## config.mk

```make
export PLATFORM = sky130hd
export DESIGN_NAME = mgmt_reg_bridge
export DESIGN_NICKNAME = d
export VERILOG_FILES = /design/src/rtl/mgmt_reg_bridge.sv
export SDC_FILE = /design/constraint.sdc
export NUM_CORES = 1
export LEC_CHECK = 0
export BUFFER_PORTS_ARGS = -buffer_cell sky130_fd_sc_hd__buf_4
export CORE_MARGIN = 2
export CORE_UTILIZATION = 46
export DETAILED_ROUTE_END_ITERATION = 10
export GPL_ROUTABILITY_DRIVEN = 0
export PLACE_DENSITY = 0.78
export SLEW_MARGIN = 20
export SYNTH_ARGS = -nofsm -noshare
export SYNTH_HDL_FRONTEND = slang
export SYNTH_SLANG_ARGS = --single-unit
```

## constraint.sdc

```tcl
create_clock -name clk -period 1.85 [get_ports clk]
set_clock_uncertainty 0.1 [all_clocks]
set_input_delay 0.185 -clock clk [delete_from_list [all_inputs] [get_ports clk]]
set_output_delay 0.185 -clock clk [all_outputs]
set_load 0.01 [all_outputs]
```

## src/rtl/mgmt_reg_bridge.sv

```systemverilog
module mgmt_reg_bridge #(
  parameter int LATENCY = 4
) (
  input  logic        clk,
  input  logic        rst_n,
  input  logic [4:0]  strap_addr,
  input  logic        bus_valid,
  input  logic        bus_write,
  input  logic [4:0]  bus_phy,
  input  logic [4:0]  bus_reg,
  input  logic [15:0] bus_wdata,
  output logic        bus_rvalid,
  output logic [15:0] bus_rdata,
  output logic        int_req,
  output logic        int_we,
  output logic [4:0]  int_dev,
  output logic [4:0]  int_off,
  output logic [15:0] int_wdata,
  input  logic [15:0] int_rdata
);
  localparam int CW = (LATENCY > 1) ? $clog2(LATENCY) : 1;
  localparam logic [CW-1:0] CNT_LOAD = CW'(LATENCY - 1);

  logic          busy_q;
  logic [CW-1:0] cnt_q;
  logic [15:0]   cmd_q;
  logic [15:0]   data_q;

  wire direct  = (strap_addr == 5'd0);
  wire own_hit = bus_valid && !direct && (bus_phy == strap_addr);
  wire cmd_wr  = own_hit && bus_write && (bus_reg == 5'd0) && !busy_q;
  wire dat_wr  = own_hit && bus_write && (bus_reg == 5'd1) && !busy_q;
  wire start   = cmd_wr && bus_wdata[15];
  wire op_wr   = cmd_q[12] && (cmd_q[11:10] == 2'd1);
  wire op_rd   = cmd_q[12] && (cmd_q[11:10] == 2'd2);
  wire last    = busy_q && (cnt_q == '0);
  wire answer  = bus_valid && !bus_write && (direct || bus_phy == strap_addr);

  assign int_req   = direct ? bus_valid : (last && (op_wr || op_rd));
  assign int_we    = direct ? bus_write : op_wr;
  assign int_dev   = direct ? bus_phy   : cmd_q[9:5];
  assign int_off   = direct ? bus_reg   : cmd_q[4:0];
  assign int_wdata = direct ? bus_wdata : data_q;

  always_ff @(posedge clk) begin
    if (!rst_n) begin
      busy_q <= 1'b0;
      cnt_q  <= '0;
      cmd_q  <= '0;
    end else if (start) begin
      busy_q <= 1'b1;
      cnt_q  <= CNT_LOAD;
      cmd_q  <= bus_wdata;
    end else if (cmd_wr) begin
      cmd_q  <= bus_wdata;
    end else if (last) begin
      busy_q <= 1'b0;
    end else if (busy_q) begin
      cnt_q  <= cnt_q - 1'b1;
    end
  end

  always_ff @(posedge clk) begin
    if (!rst_n)
      data_q <= '0;
    else if (dat_wr)
      data_q <= bus_wdata;
    else if (last && op_rd)
      data_q <= int_rdata;
    else if (last && !op_wr)
      data_q <= 16'hFFFF;
  end

  always_ff @(posedge clk) begin
    if (!rst_n) begin
      bus_rvalid <= 1'b0;
      bus_rdata  <= '0;
    end else begin
      bus_rvalid <= answer;
      if (answer) begin
        if (direct)                bus_rdata <= int_rdata;
        else if (bus_reg == 5'd0)  bus_rdata <= {busy_q, cmd_q[14:0]};
        else if (bus_reg == 5'd1)  bus_rdata <= data_q;
        else                       bus_rdata <= 16'hFFFF;
      end
    end
  end
endmodule

```

==> results by stage, run 1 <==
Clocking:
- The maximum buffer depth of the clock tree is 2.
- Buffers inserted during clock tree synthesis total 5.
- In this run the number of H-tree levels came out at 2.
- TritonCTS built the clock tree.
- The clock sink total is 51.
- The clock insertion delay at the later pin of the skew report is 310 ps.
- Clock-pin slew was measured on the worst setup and hold paths at 90 ps.
- CTS placed an instance of sky130_fd_sc_hd__clkbuf_8 at the clock tree root.
- The hold buffer count at cts is 0.

Route:
- The final routed wire length divided by cell count is 16.5 µm.
- The remaining design rule violation count is 0.
- The overall routed net length is 9.05 mm.
- For this run, the detailed router's first-pass iteration total came to 5.
- The detailed-route via count is 3158.
- The via density per instance is 5.75.
- Once detail routing completed, the nets flagged for antenna violations numbered 0.
- In this run, the number of DRC markers left after iteration 0 of detailed routing was 179.

Timing:
- Across all setup checks in the final design, the least slack found is -9.06 ps.
- The transition at the pin with the smallest max-transition slack is 532 ps.
- Headroom to the max-slew limit came out at 0.643.
- Based on the critical path, the design can be clocked at up to 538 MHz.
- The number of endpoints failing setup at the final stage is 5.
- The final worst-path cycle share is 1.00.
- The hold violation count in the final report came to 0.
- Setup repair after global routing could not meet its margin everywhere.
- For the finished layout, the period the worst path requires is 1860 ps.
- The number of pins with negative max-slew slack in the final report is 0.

Yosys:
- Sorting the synthesized cells by area gives the leading types as sky130_fd_sc_hd__dfxtp_1 (34%), sky130_fd_sc_hd__mux2i_1 (21%), sky130_fd_sc_hd__nand2_1 (16%).
- Among all flip-flop cells after synthesis, the most frequent one is sky130_fd_sc_hd__dfxtp_1.
- Sorting the synthesized cells by how often they occur yields sky130_fd_sc_hd__nand2_1 (132), sky130_fd_sc_hd__mux2i_1 (63), sky130_fd_sc_hd__dfxtp_1 (51), sky130_fd_sc_hd__clkbuf_1 (24).
- Of the post-synthesis cell area, the dominant cell type holds 0.335.
- In this run the cell area of the synthesized design comes to 3050 µm².
- Yosys instantiated no cell more often than sky130_fd_sc_hd__nand2_1.
- The number of warnings printed during yosys synthesis is 0.
- The cell count after synthesis came out at 379.
- The mean instance size in the synthesized netlist is 8.04 µm².
- The flip-flop and latch count after synthesis is 51.
- For this run, asynchronously set or reset flops after synthesis account for 0.
- The share of the yosys chip area belonging to registers is 0.335.
- Counting flops with a built-in enable in the synthesized netlist gives 0.
- Counting every net in the synthesized netlist gives 431.
- The distinct cell type count after synthesis is 33.
- Summed over all instances, the cell type with the most area after synthesis is sky130_fd_sc_hd__dfxtp_1.

Die:
- The top-level I/O count is 96.
- The floorplan step defined a die boundary enclosing 7290 µm².
- The height of the die is 85.4 µm.
- After floorplanning, the core was sized to cover 6390 µm².
- For this configuration, the core starts out at a cell density of 0.477.
- The initialized floorplan defines 29 standard-cell rows.
- The horizontal die dimension is 85.4 µm.

Outcome:
- The checks that failed: setup timing.
- The run finished, with violations left.

Worst setup path:
- The endpoint type of the worst setup path is an output port.
- Measured in cells, the most critical reg-to-reg path has a length of 6.
- The most common cell type on the critical path is sky130_fd_sc_hd__buf_4.
- The critical path class is in -> out.
- Along the worst path, the maximum fanout reaches 14.
- The cell at the slowest stage of the critical path is sky130_fd_sc_hd__or4_4.
- STA classifies the critical path startpoint as an input port.
- Traced cell by cell, the critical path runs through buf_4, or4_4, or2_4, buf_6, nand2_1, nand2_2, buf_4.
- Data on the critical path arrives at its endpoint at 1570 ps.
- Data on the critical path is required at its endpoint by 1560 ps.
- The longest individual stage delay on the worst path is 550 ps.

Final layout:
- At the end of the flow the core is filled with cells to 0.645.
- The diode insertion count for antenna repair is 0.
- The total of fill cells in the finished design is 560.
- The fraction of final layout cells sized beyond drive strength 1 is 0.290.
- The final layout contains 523 nets.
- The area growth from synthesis to layout is 35.2%.

GRT:
- The number of antenna violations at the first check in global routing is 0.
- The number of global-route vias before repair came to 2961.
- The total track usage is 0.247.
- Entering global routing, the biggest net connects 65 pins.
- The first global-routing pass estimated 14.4 mm of wire.
- After global routing the overflow that remains totals 0.

Power:
- The worst-case IR drop observed on VDD is 0.443 mV.
- In this run the power density over the cells is 542 nW/µm².
- The reported leakage power is 0.00197 µW.

Place:
- Once detailed placement completed, the half-perimeter wirelength came to 6.72 mm.
- The count of buffers from port buffering is 95.
- The pre-CTS worst setup slack is -88.5 ps.

Run:
- Across the run, the number of max-cap violations was 0.

Min path:
- The worst hold path belongs to the class in -> reg.
- The hold-critical path depth is 3.
-- worst max-delay path: cells and delay by family --
kind	cells	cell delay, ps
AND/OR/NAND/NOR	4	970
buffers and inverters	3	410
-- logic make-up after synthesis --
kind of cell | Yosys count | share of synthesized area
AOI/OAI and AO/OA | 39 | 0.107
adders and majority gates | 1 | 0.00411
and+or+nand+nor | 180 | 0.266
DFF | 51 | 0.335
muxes | 63 | 0.207
buffers and inverters | 38 | 0.0600
xor gates and xnor gates | 7 | 0.0201
-- area by class of cell --
cell class                 count  area [µm²]  share of cell area
sequential                    51        1020               0.248
timing repair buffer         119         967               0.235
clock inverter                 2        38.8             0.00942
inverter                       4        15.0             0.00365
multi-input combinational    290        1900               0.460
tap                           77        96.3              0.0234
clock buffer                   6        82.6              0.0201
-- timing repair --
item	4_1_cts	5_1_grt
buffers inserted	0	2
resized for setup	9	4
setup endpoints to repair	44	43
endpoints found under the hold margin	0	0
-- flip-flops by register name, indices dropped and copies added (netlist names) --
signal,count
data_q,16
cnt_q,2
bus_rdata,16
bus_rvalid,1
cmd_q,15
busy_q,1
-- metrics by stage --
stage / area, µm² / hold slack [ps] / total power, µW / TNS [ps] / cells
finish: 4120 / 57.6 / 2230 / -23.0 / 549
global placement: 3930 / 350 / 1420 / -1400 / 539
global route: 4120 / 49.5 / 2310 / -969 / 549
CTS: 4080 / 56.0 / 2250 / -4.56 / 547
detailed placement: 3930 / 359 / 1430 / -2860 / 539
floorplan: 3110 / 247 / 1260 / -2220 / 379
-- layer usage --
layer,share of wire,global-route usage,wire length (µm)
met1,0.40,0.297,3610
met2,0.50,0.428,4530
met3,0.073,0.0467,662
met4,0.028,0.102,252
met5,0,0,0
-- worst paths after layout --
path,slack [ps],startpoint,to
max,-9,strap_addr[1],int_we
min,60,bus_wdata[7],cmd_q[7]
max reg2reg,140,cnt_q[0],data_q[8]
min reg2reg,370,cmd_q[14],cmd_q[14]
-- power by group --
group          switching, µW  internal, µW  total (µW)
Sequential              3.57          1100        1110
Combinational            151           150         301
Clock                    377           445         822
Total                    532          1700        2230
-- layout by cell type, fill, tap and decap left out, drive strengths merged, types with 6 or more instances in the layout --
cell	instances
a311o	16
buf	119
clkbuf	6
dfxtp	51
mux2i	63
nand2	132
nor3	18
o211ai	16
or4	17
xor2	6
(Power assumes the default switching activity.)
==> run 2, diff against run 1 <==
--- a/config.mk
+++ b/config.mk
@@ -6,11 +6,12 @@
 export NUM_CORES = 1
 export LEC_CHECK = 0
 export BUFFER_PORTS_ARGS = -buffer_cell sky130_fd_sc_hd__buf_4
+export CORE_ASPECT_RATIO = 0.7
 export CORE_MARGIN = 2
-export CORE_UTILIZATION = 46
+export CORE_UTILIZATION = 34
 export DETAILED_ROUTE_END_ITERATION = 10
 export GPL_ROUTABILITY_DRIVEN = 0
-export PLACE_DENSITY = 0.78
+export PLACE_DENSITY = 0.61
 export SLEW_MARGIN = 20
 export SYNTH_ARGS = -nofsm -noshare
 export SYNTH_HDL_FRONTEND = slang
==> run 2 against run 1 <==
  * The run still ends with setup timing left
  * Clock-buffer cell count unchanged
  * Worst hold slack better by 36 ps
  * Via count up 0.82%
  * Critical path type unchanged
==> results by stage, run 2 (synthesis gave the netlist of run 1 again) <==
Clocking:
- The clock sink total is 51 (unchanged).
- The clock edge transition at the registers on the reported setup and hold paths came to 70 ps (-20 ps).
- The maximum buffer depth of the clock tree is 2 (unchanged).
- TritonCTS built the clock tree.
- The master cell of the clock root buffer is sky130_fd_sc_hd__clkbuf_16.
- The hold buffer count at cts was 0 (unchanged).
- The number of H-tree branching levels is 2 (unchanged).
- The total clock buffers created by CTS is 5 (unchanged).
- The clock insertion delay at the later pin of the skew report came to 290 ps (-20 ps).

Die:
- The horizontal die dimension is 117 µm (+37%).
- The height of the die was 83.2 µm (-2.6%).
- The area of the core was 8580 µm² (+34%).
- The die area came to 9740 µm² (+34%).
- The floorplan row count came to 28 (-3.4%).
- The starting density of the core was 0.355 (-0.122).
- The top-level I/O count is 96 (unchanged).

Place:
- The half-perimeter wire length after detailed placement was 7.24 mm (+7.7%).
- The pre-CTS worst setup slack is -156 ps (-67.4 ps).
- The post-placement cell area is 4010 µm² (+2.1%).
- The count of buffers from port buffering was 95 (unchanged).

Route:
- The remaining design rule violation count is 0 (unchanged).
- The final antenna-violating net count is 0 (unchanged).
- The initial DRC count is 248 (+39%).
- The detailed-route via count is 3184 (+0.82%).
- The overall routed net length came to 10.3 mm (+13%).
- The via density per instance is 5.31 (-7.7%).
- The final routed wire length divided by cell count is 17.1 µm (+3.6%).
- The detailed-router iteration count before antenna repair was 5 (unchanged).

Timing:
- The number of endpoints failing setup at the final stage is 23 (+18).
- The worst path setup slack after routing is -62.7 ps (-53.6 ps).
- The final hold slack is 93.9 ps (+36.3 ps).
- The transition at the pin with the smallest max-transition slack is 525 ps (-7.10 ps).
- The worst slew margin relative to its limit was 0.648 (+0.00477).
- The total negative setup slack is -922 ps (-899 ps).
- The highest attainable clock frequency is 523 MHz (-2.8%).
- The post-layout minimum cycle time was 1910 ps (+53.6 ps).
- The number of pins with negative max-slew slack in the final report was 0 (unchanged).
- Setup repair after global routing could not meet its margin everywhere.
- The hold violation count in the final report is 0 (unchanged).
- The final worst-path cycle share is 1.03 (+0.0290).

Final layout:
- The final core utilization is 0.529 (-0.116).
- The library cells used most frequently in the layout, excluding fill and tap cells, are sky130_fd_sc_hd__buf_4 (91), sky130_fd_sc_hd__nand2_1 (85), sky130_fd_sc_hd__mux2i_1 (63).
- Leaving out fill and tap cells, the most frequent cell in the layout is sky130_fd_sc_hd__buf_4.
- The final cell area excluding filler cells is 4540 µm² (+10%).
- The fraction of final layout cells sized beyond drive strength 1 is 0.400 (+0.110).
- From synthesis to final layout, the design area changed by 49.1%.
- The final net count was 531 (+1.5%).
- The diode insertion count for antenna repair is 0 (unchanged).
- The largest registers in the layout are bus_rdata x16, data_q x16, cmd_q x15.

Worst setup path:
- The cell count of the worst reg-to-reg path is 7 (+1).
- The worst setup path is of the in -> out kind.
- The maximum fanout along the worst path is 6 (-8).
- The arrival time at the worst endpoint is 1630 ps (+60 ps).
- The worst setup path is launched from an input port.
- The data required time at the worst endpoint came to 1560 ps (about the same).
- The endpoint type of the worst setup path is an output port.

GRT:
- The largest net degree at the start of global routing is 29 (-55%).
- The global-route wire length before repair is 15.7 mm (+9.1%).
- The total track usage was 0.205 (-0.0413).
- The remaining global-route overflow is 0 (unchanged).
- The number of global-route vias before repair is 2973 (+0.41%).
- The number of antenna violations at the first check in global routing is 0 (unchanged).

Min path:
- The hold-critical path depth was 3 (unchanged).
- The type of the most critical hold path is in -> reg.

Power:
- The reported leakage power is 0.00213 µW (+7.7%).
- The areal power density over the cells was 518 nW/µm² (-4.5%).
- The maximum resistive drop on vdd is 0.344 mV (-22%).

Run:
- The max-cap violation count is 0 (unchanged).

Outcome:
- The checks that failed: setup timing.
- The flow ran to the end, but the final reports show violations.
-- run 2: repair_timing --
action                                  CTS  global route
endpoints found under the setup margin   28            36
hold endpoints to repair                  0             0
gates resized for setup                   4            87
pin swaps                                 0            25
setup buffers                             1             2
cloned                                    1             2
-- run 2: per-layer routing --
metal / routed length, µm / vias to the layer above / global-route usage / part of all wire
li1: - / 1536 / - / -
met1: 4990 / 1517 / 0.320 / 0.49
met4: 31 / 0 / 0.0321 / 0.0030
met3: 716 / 5 / 0.0365 / 0.070
met2: 4510 / 126 / 0.297 / 0.44
met5: 0 / - / 0 / 0
-- run 2: power by group --
group | internal [µW] | switching, µW | total [µW]
combinational | 163 | 171 | 334
sequential | 1100 | 3.28 | 1110
clock | 500 | 408 | 908
-- run 2: area by class of cell --
class / instances / area, µm²
tap: 120 / 150
clock inverter: 2 / 12.5
multi-input combinational: 290 / 2040
clock buffer: 6 / 129
fill: 802 / 4040
inverter: 4 / 15.0
sequential: 51 / 1020
timing repair buffer: 127 / 1170
-- run 2: final timing paths --
kind            startpoint            to  slack (ps)
min reg2reg   bus_rdata[3]  bus_rdata[3]         360
max reg2reg       cnt_q[0]     data_q[9]          50
max          strap_addr[4]    int_dev[1]         -60
min           bus_wdata[6]     data_q[6]          90
-- run 2: through the flow --
stage          instances  power [µW]
2_1_floorplan        379        1260
3_3_place_gp         586        1430
3_5_place_dp         586        1430
4_1_cts              596        2340
5_1_grt              600        2430
6_report             600        2350
-- run 2: worst max-delay path: stages --
cell	delay, ps
sky130_fd_sc_hd__buf_6	90
sky130_fd_sc_hd__or4_4	550
sky130_fd_sc_hd__buf_6	140
sky130_fd_sc_hd__nor2_4	140
sky130_fd_sc_hd__buf_6	140
sky130_fd_sc_hd__clkbuf_16	160
sky130_fd_sc_hd__nand2_2	60
sky130_fd_sc_hd__nand2_2	70
sky130_fd_sc_hd__buf_6	100
==> run 3, diff against run 2 <==
--- a/config.mk
+++ b/config.mk
@@ -12,6 +12,7 @@
 export DETAILED_ROUTE_END_ITERATION = 10
 export GPL_ROUTABILITY_DRIVEN = 0
 export PLACE_DENSITY = 0.61
+export SETUP_SLACK_MARGIN = 0.15
 export SLEW_MARGIN = 20
 export SYNTH_ARGS = -nofsm -noshare
 export SYNTH_HDL_FRONTEND = slang
==> run 3 against run 2 <==
  * The run still ends with setup timing left
  * Critical endpoint is now int_wdata[10]
  * Register-to-register slack better by 90 ps
  * Non-clock buffer count is 7 higher
  * Core utilization is 1.5 points higher
  * Flip-flop and latch count stayed put
  * Die area stayed put
  * Setup slack worse by 6.9 ps
==> results by stage, run 3 (synthesis gave the netlist of run 1 again) <==
Outcome:
- The flow ran to the end, but the final reports show violations.
- The final reports fail on setup timing.

GRT:
- The total track usage is 0.201 (-0.00402).
- The largest net degree at the start of global routing came to 65 (+120%).
- The remaining global-route overflow is 0 (unchanged).
- The number of global-route vias before repair is 2972 (-0.034%).
- The number of antenna violations at the first check in global routing is 0 (unchanged).
- The global-route wire length before repair was 15.4 mm (-1.6%).

Clocking:
- The maximum buffer depth of the clock tree was 2 (unchanged).
- The number of H-tree branching levels was 2 (unchanged).
- The hold buffer count at cts is 0 (unchanged).
- The clock sink total is 51 (unchanged).
- TritonCTS built the clock tree.
- The clock edge transition at the registers on the reported setup and hold paths came to 60 ps (about the same).
- The clock insertion delay at the later pin of the skew report is 290 ps (about the same).
- The total clock buffers created by CTS was 5 (unchanged).
- The cell sitting at the root of the clock tree is a sky130_fd_sc_hd__clkbuf_16.

Final layout:
- The fraction of final layout cells sized beyond drive strength 1 is 0.423 (+0.0230).
- Leaving out fill and tap cells, the most frequent cell in the layout is sky130_fd_sc_hd__buf_4.
- The diode insertion count for antenna repair is 0 (unchanged).
- The final core utilization is 0.543 (+0.0146).
- The library cells used most frequently in the layout, excluding fill and tap cells, are sky130_fd_sc_hd__buf_4 (93), sky130_fd_sc_hd__nand2_1 (88), sky130_fd_sc_hd__mux2i_1 (63).
- In the final layout, the registers with the most flip-flops are bus_rdata x16, data_q x16, cmd_q x15.
- The final net count is 538 (+1.3%).
- The layout overhead on the synthesized area is 53.2%.

Route:
- The via density per instance is 5.22 (-1.7%).
- The final routed wire length divided by cell count was 16.6 µm (-2.6%).
- The detailed-router iteration count before antenna repair was 5 (unchanged).
- The remaining design rule violation count is 0 (unchanged).
- The overall routed net length came to 10.1 mm (-1.5%).
- The detailed-route via count was 3166 (-0.57%).
- The initial DRC count is 322 (+30%).
- The final antenna-violating net count was 0 (unchanged).

Timing:
- The worst slew margin relative to its limit is 0.656 (+0.00788).
- The highest attainable clock frequency is 521 MHz (-0.36%).
- The post-layout minimum cycle time is 1920 ps (+6.88 ps).
- Setup repair after global routing could not meet its margin everywhere.
- The final worst-path cycle share is 1.04 (+0.00372).
- The number of endpoints failing setup at the final stage is 35 (+52%).
- The transition at the pin with the smallest max-transition slack came to 509 ps (-15.5 ps).
- The hold violation count in the final report is 0 (unchanged).
- The number of pins with negative max-slew slack in the final report is 0 (unchanged).
- The worst path setup slack after routing is -69.6 ps (-6.88 ps).

Worst setup path:
- The worst setup path is captured at an output port.
- The arrival time at the worst endpoint is 1630 ps (about the same).
- The critical path is of the in -> out type.
- The data required time at the worst endpoint is 1560 ps (about the same).
- The maximum fanout along the worst path is 7 (+1).
- STA classifies the critical path startpoint as an input port.

Power:
- The reported leakage power is 0.00219 µW (+3.0%).
- The internal power component is 1850 µW (+4.4%).
- The clock share of power came to 0.405 (+0.019).
- The switching fraction of total power is 0.238 (-0.00960).
- The net switching power of the design came to 577 µW (-0.89%).
- The share of total power in combinational logic is 0.138 (-0.004).
- The areal power density over the cells is 519 nW/µm² (+0.34%).
- The relative contribution of sequential cells to total power came to 0.457 (-0.014).
- The total power draw came to 2420 µW (+3.1%).
- The maximum resistive drop on vdd is 0.327 mV (-5.0%).

Run:
- The max-cap violation count is 0 (unchanged).

Die:
- The floorplan row count is 28 (unchanged).
- The height of the die was 83.2 µm (unchanged).
- The starting density of the core is 0.355 (unchanged).
- The horizontal die dimension is 117 µm (unchanged).
- The die area is 9740 µm² (unchanged).
- The top-level I/O count was 96 (unchanged).
- The area of the core was 8580 µm² (unchanged).

Place:
- The half-perimeter wire length after detailed placement is 7.14 mm (-1.4%).
- The count of buffers from port buffering was 95 (unchanged).

Min path:
- The type of the most critical hold path is in -> reg.
==> run 3: worst max-delay path: stages <==
cell                        delay (ps)
sky130_fd_sc_hd__buf_6              90
sky130_fd_sc_hd__or4_4             560
sky130_fd_sc_hd__or2_4             340
sky130_fd_sc_hd__clkbuf_16         190
sky130_fd_sc_hd__nand2_1            70
sky130_fd_sc_hd__nand2_1            60
sky130_fd_sc_hd__buf_4             140
==> run 3: area by class of cell <==
class	count	area [µm²]
Multi-Input combinational cell	290	2080
Inverter	4	15.0
Clock buffer	8	156
Tap cell	120	150
Fill cell	813	3920
Timing Repair Buffer	134	1240
Sequential cell	51	1020
==> run 3: per-layer routing <==
metal | part of all wire | vias up | track usage
met2 | 0.41 | 119 | 0.285
met4 | 0.011 | 0 | 0.0342
met5 | 0 | - | 0
met1 | 0.51 | 1483 | 0.315
met3 | 0.070 | 13 | 0.0409
li1 | - | 1551 | -
==> run 3: power groups by stage <==
stage | combinational [µW] | sequential (µW) | clock, µW
global route | 356 | 1110 | 1040
floorplan | 129 | 1140 | 0
CTS | 314 | 1110 | 996
global placement | 297 | 1130 | 0
finish | 334 | 1110 | 981
detailed placement | 300 | 1130 | 0
==> run 3: per-stage QoR <==
stage | TNS [ps] | hold slack (ps) | cell area [µm²] | std cells | setup WS (ps)
floorplan | -2220 | 247 | 3120 | 379 | -82.7
global placement | -5380 | 347 | 4010 | 588 | -103
detailed placement | -7560 | 354 | 4010 | 588 | -131
CTS | -324 | 77.2 | 4400 | 601 | -30.2
global route | -2840 | 83.0 | 4660 | 607 | -117
finish | -1240 | 80.4 | 4660 | 607 | -69.6
==> run 3: path summary, 6_finish.rpt <==
check | start | to | slack (ps) | cells past startpoint
setup / recovery | strap_addr[1] | int_wdata[10] | -70 | 7
hold / removal | bus_wdata[9] | cmd_q[9] | 80 | 3
setup reg to reg | cmd_q[11] | data_q[11] | 140 | 4
hold reg to reg | bus_rdata[5] | bus_rdata[5] | 360 | 2
==> run 3: timing repair <==
| action | CTS | global route |
|---|---|---|
| resized for setup | 53 | 62 |
| hold endpoints to repair | 0 | 0 |
| pin swaps | 12 | 25 |
| setup endpoints to repair | 42 | 62 |
| setup buffers | 2 | 4 |
| cloned | 3 | 2 |
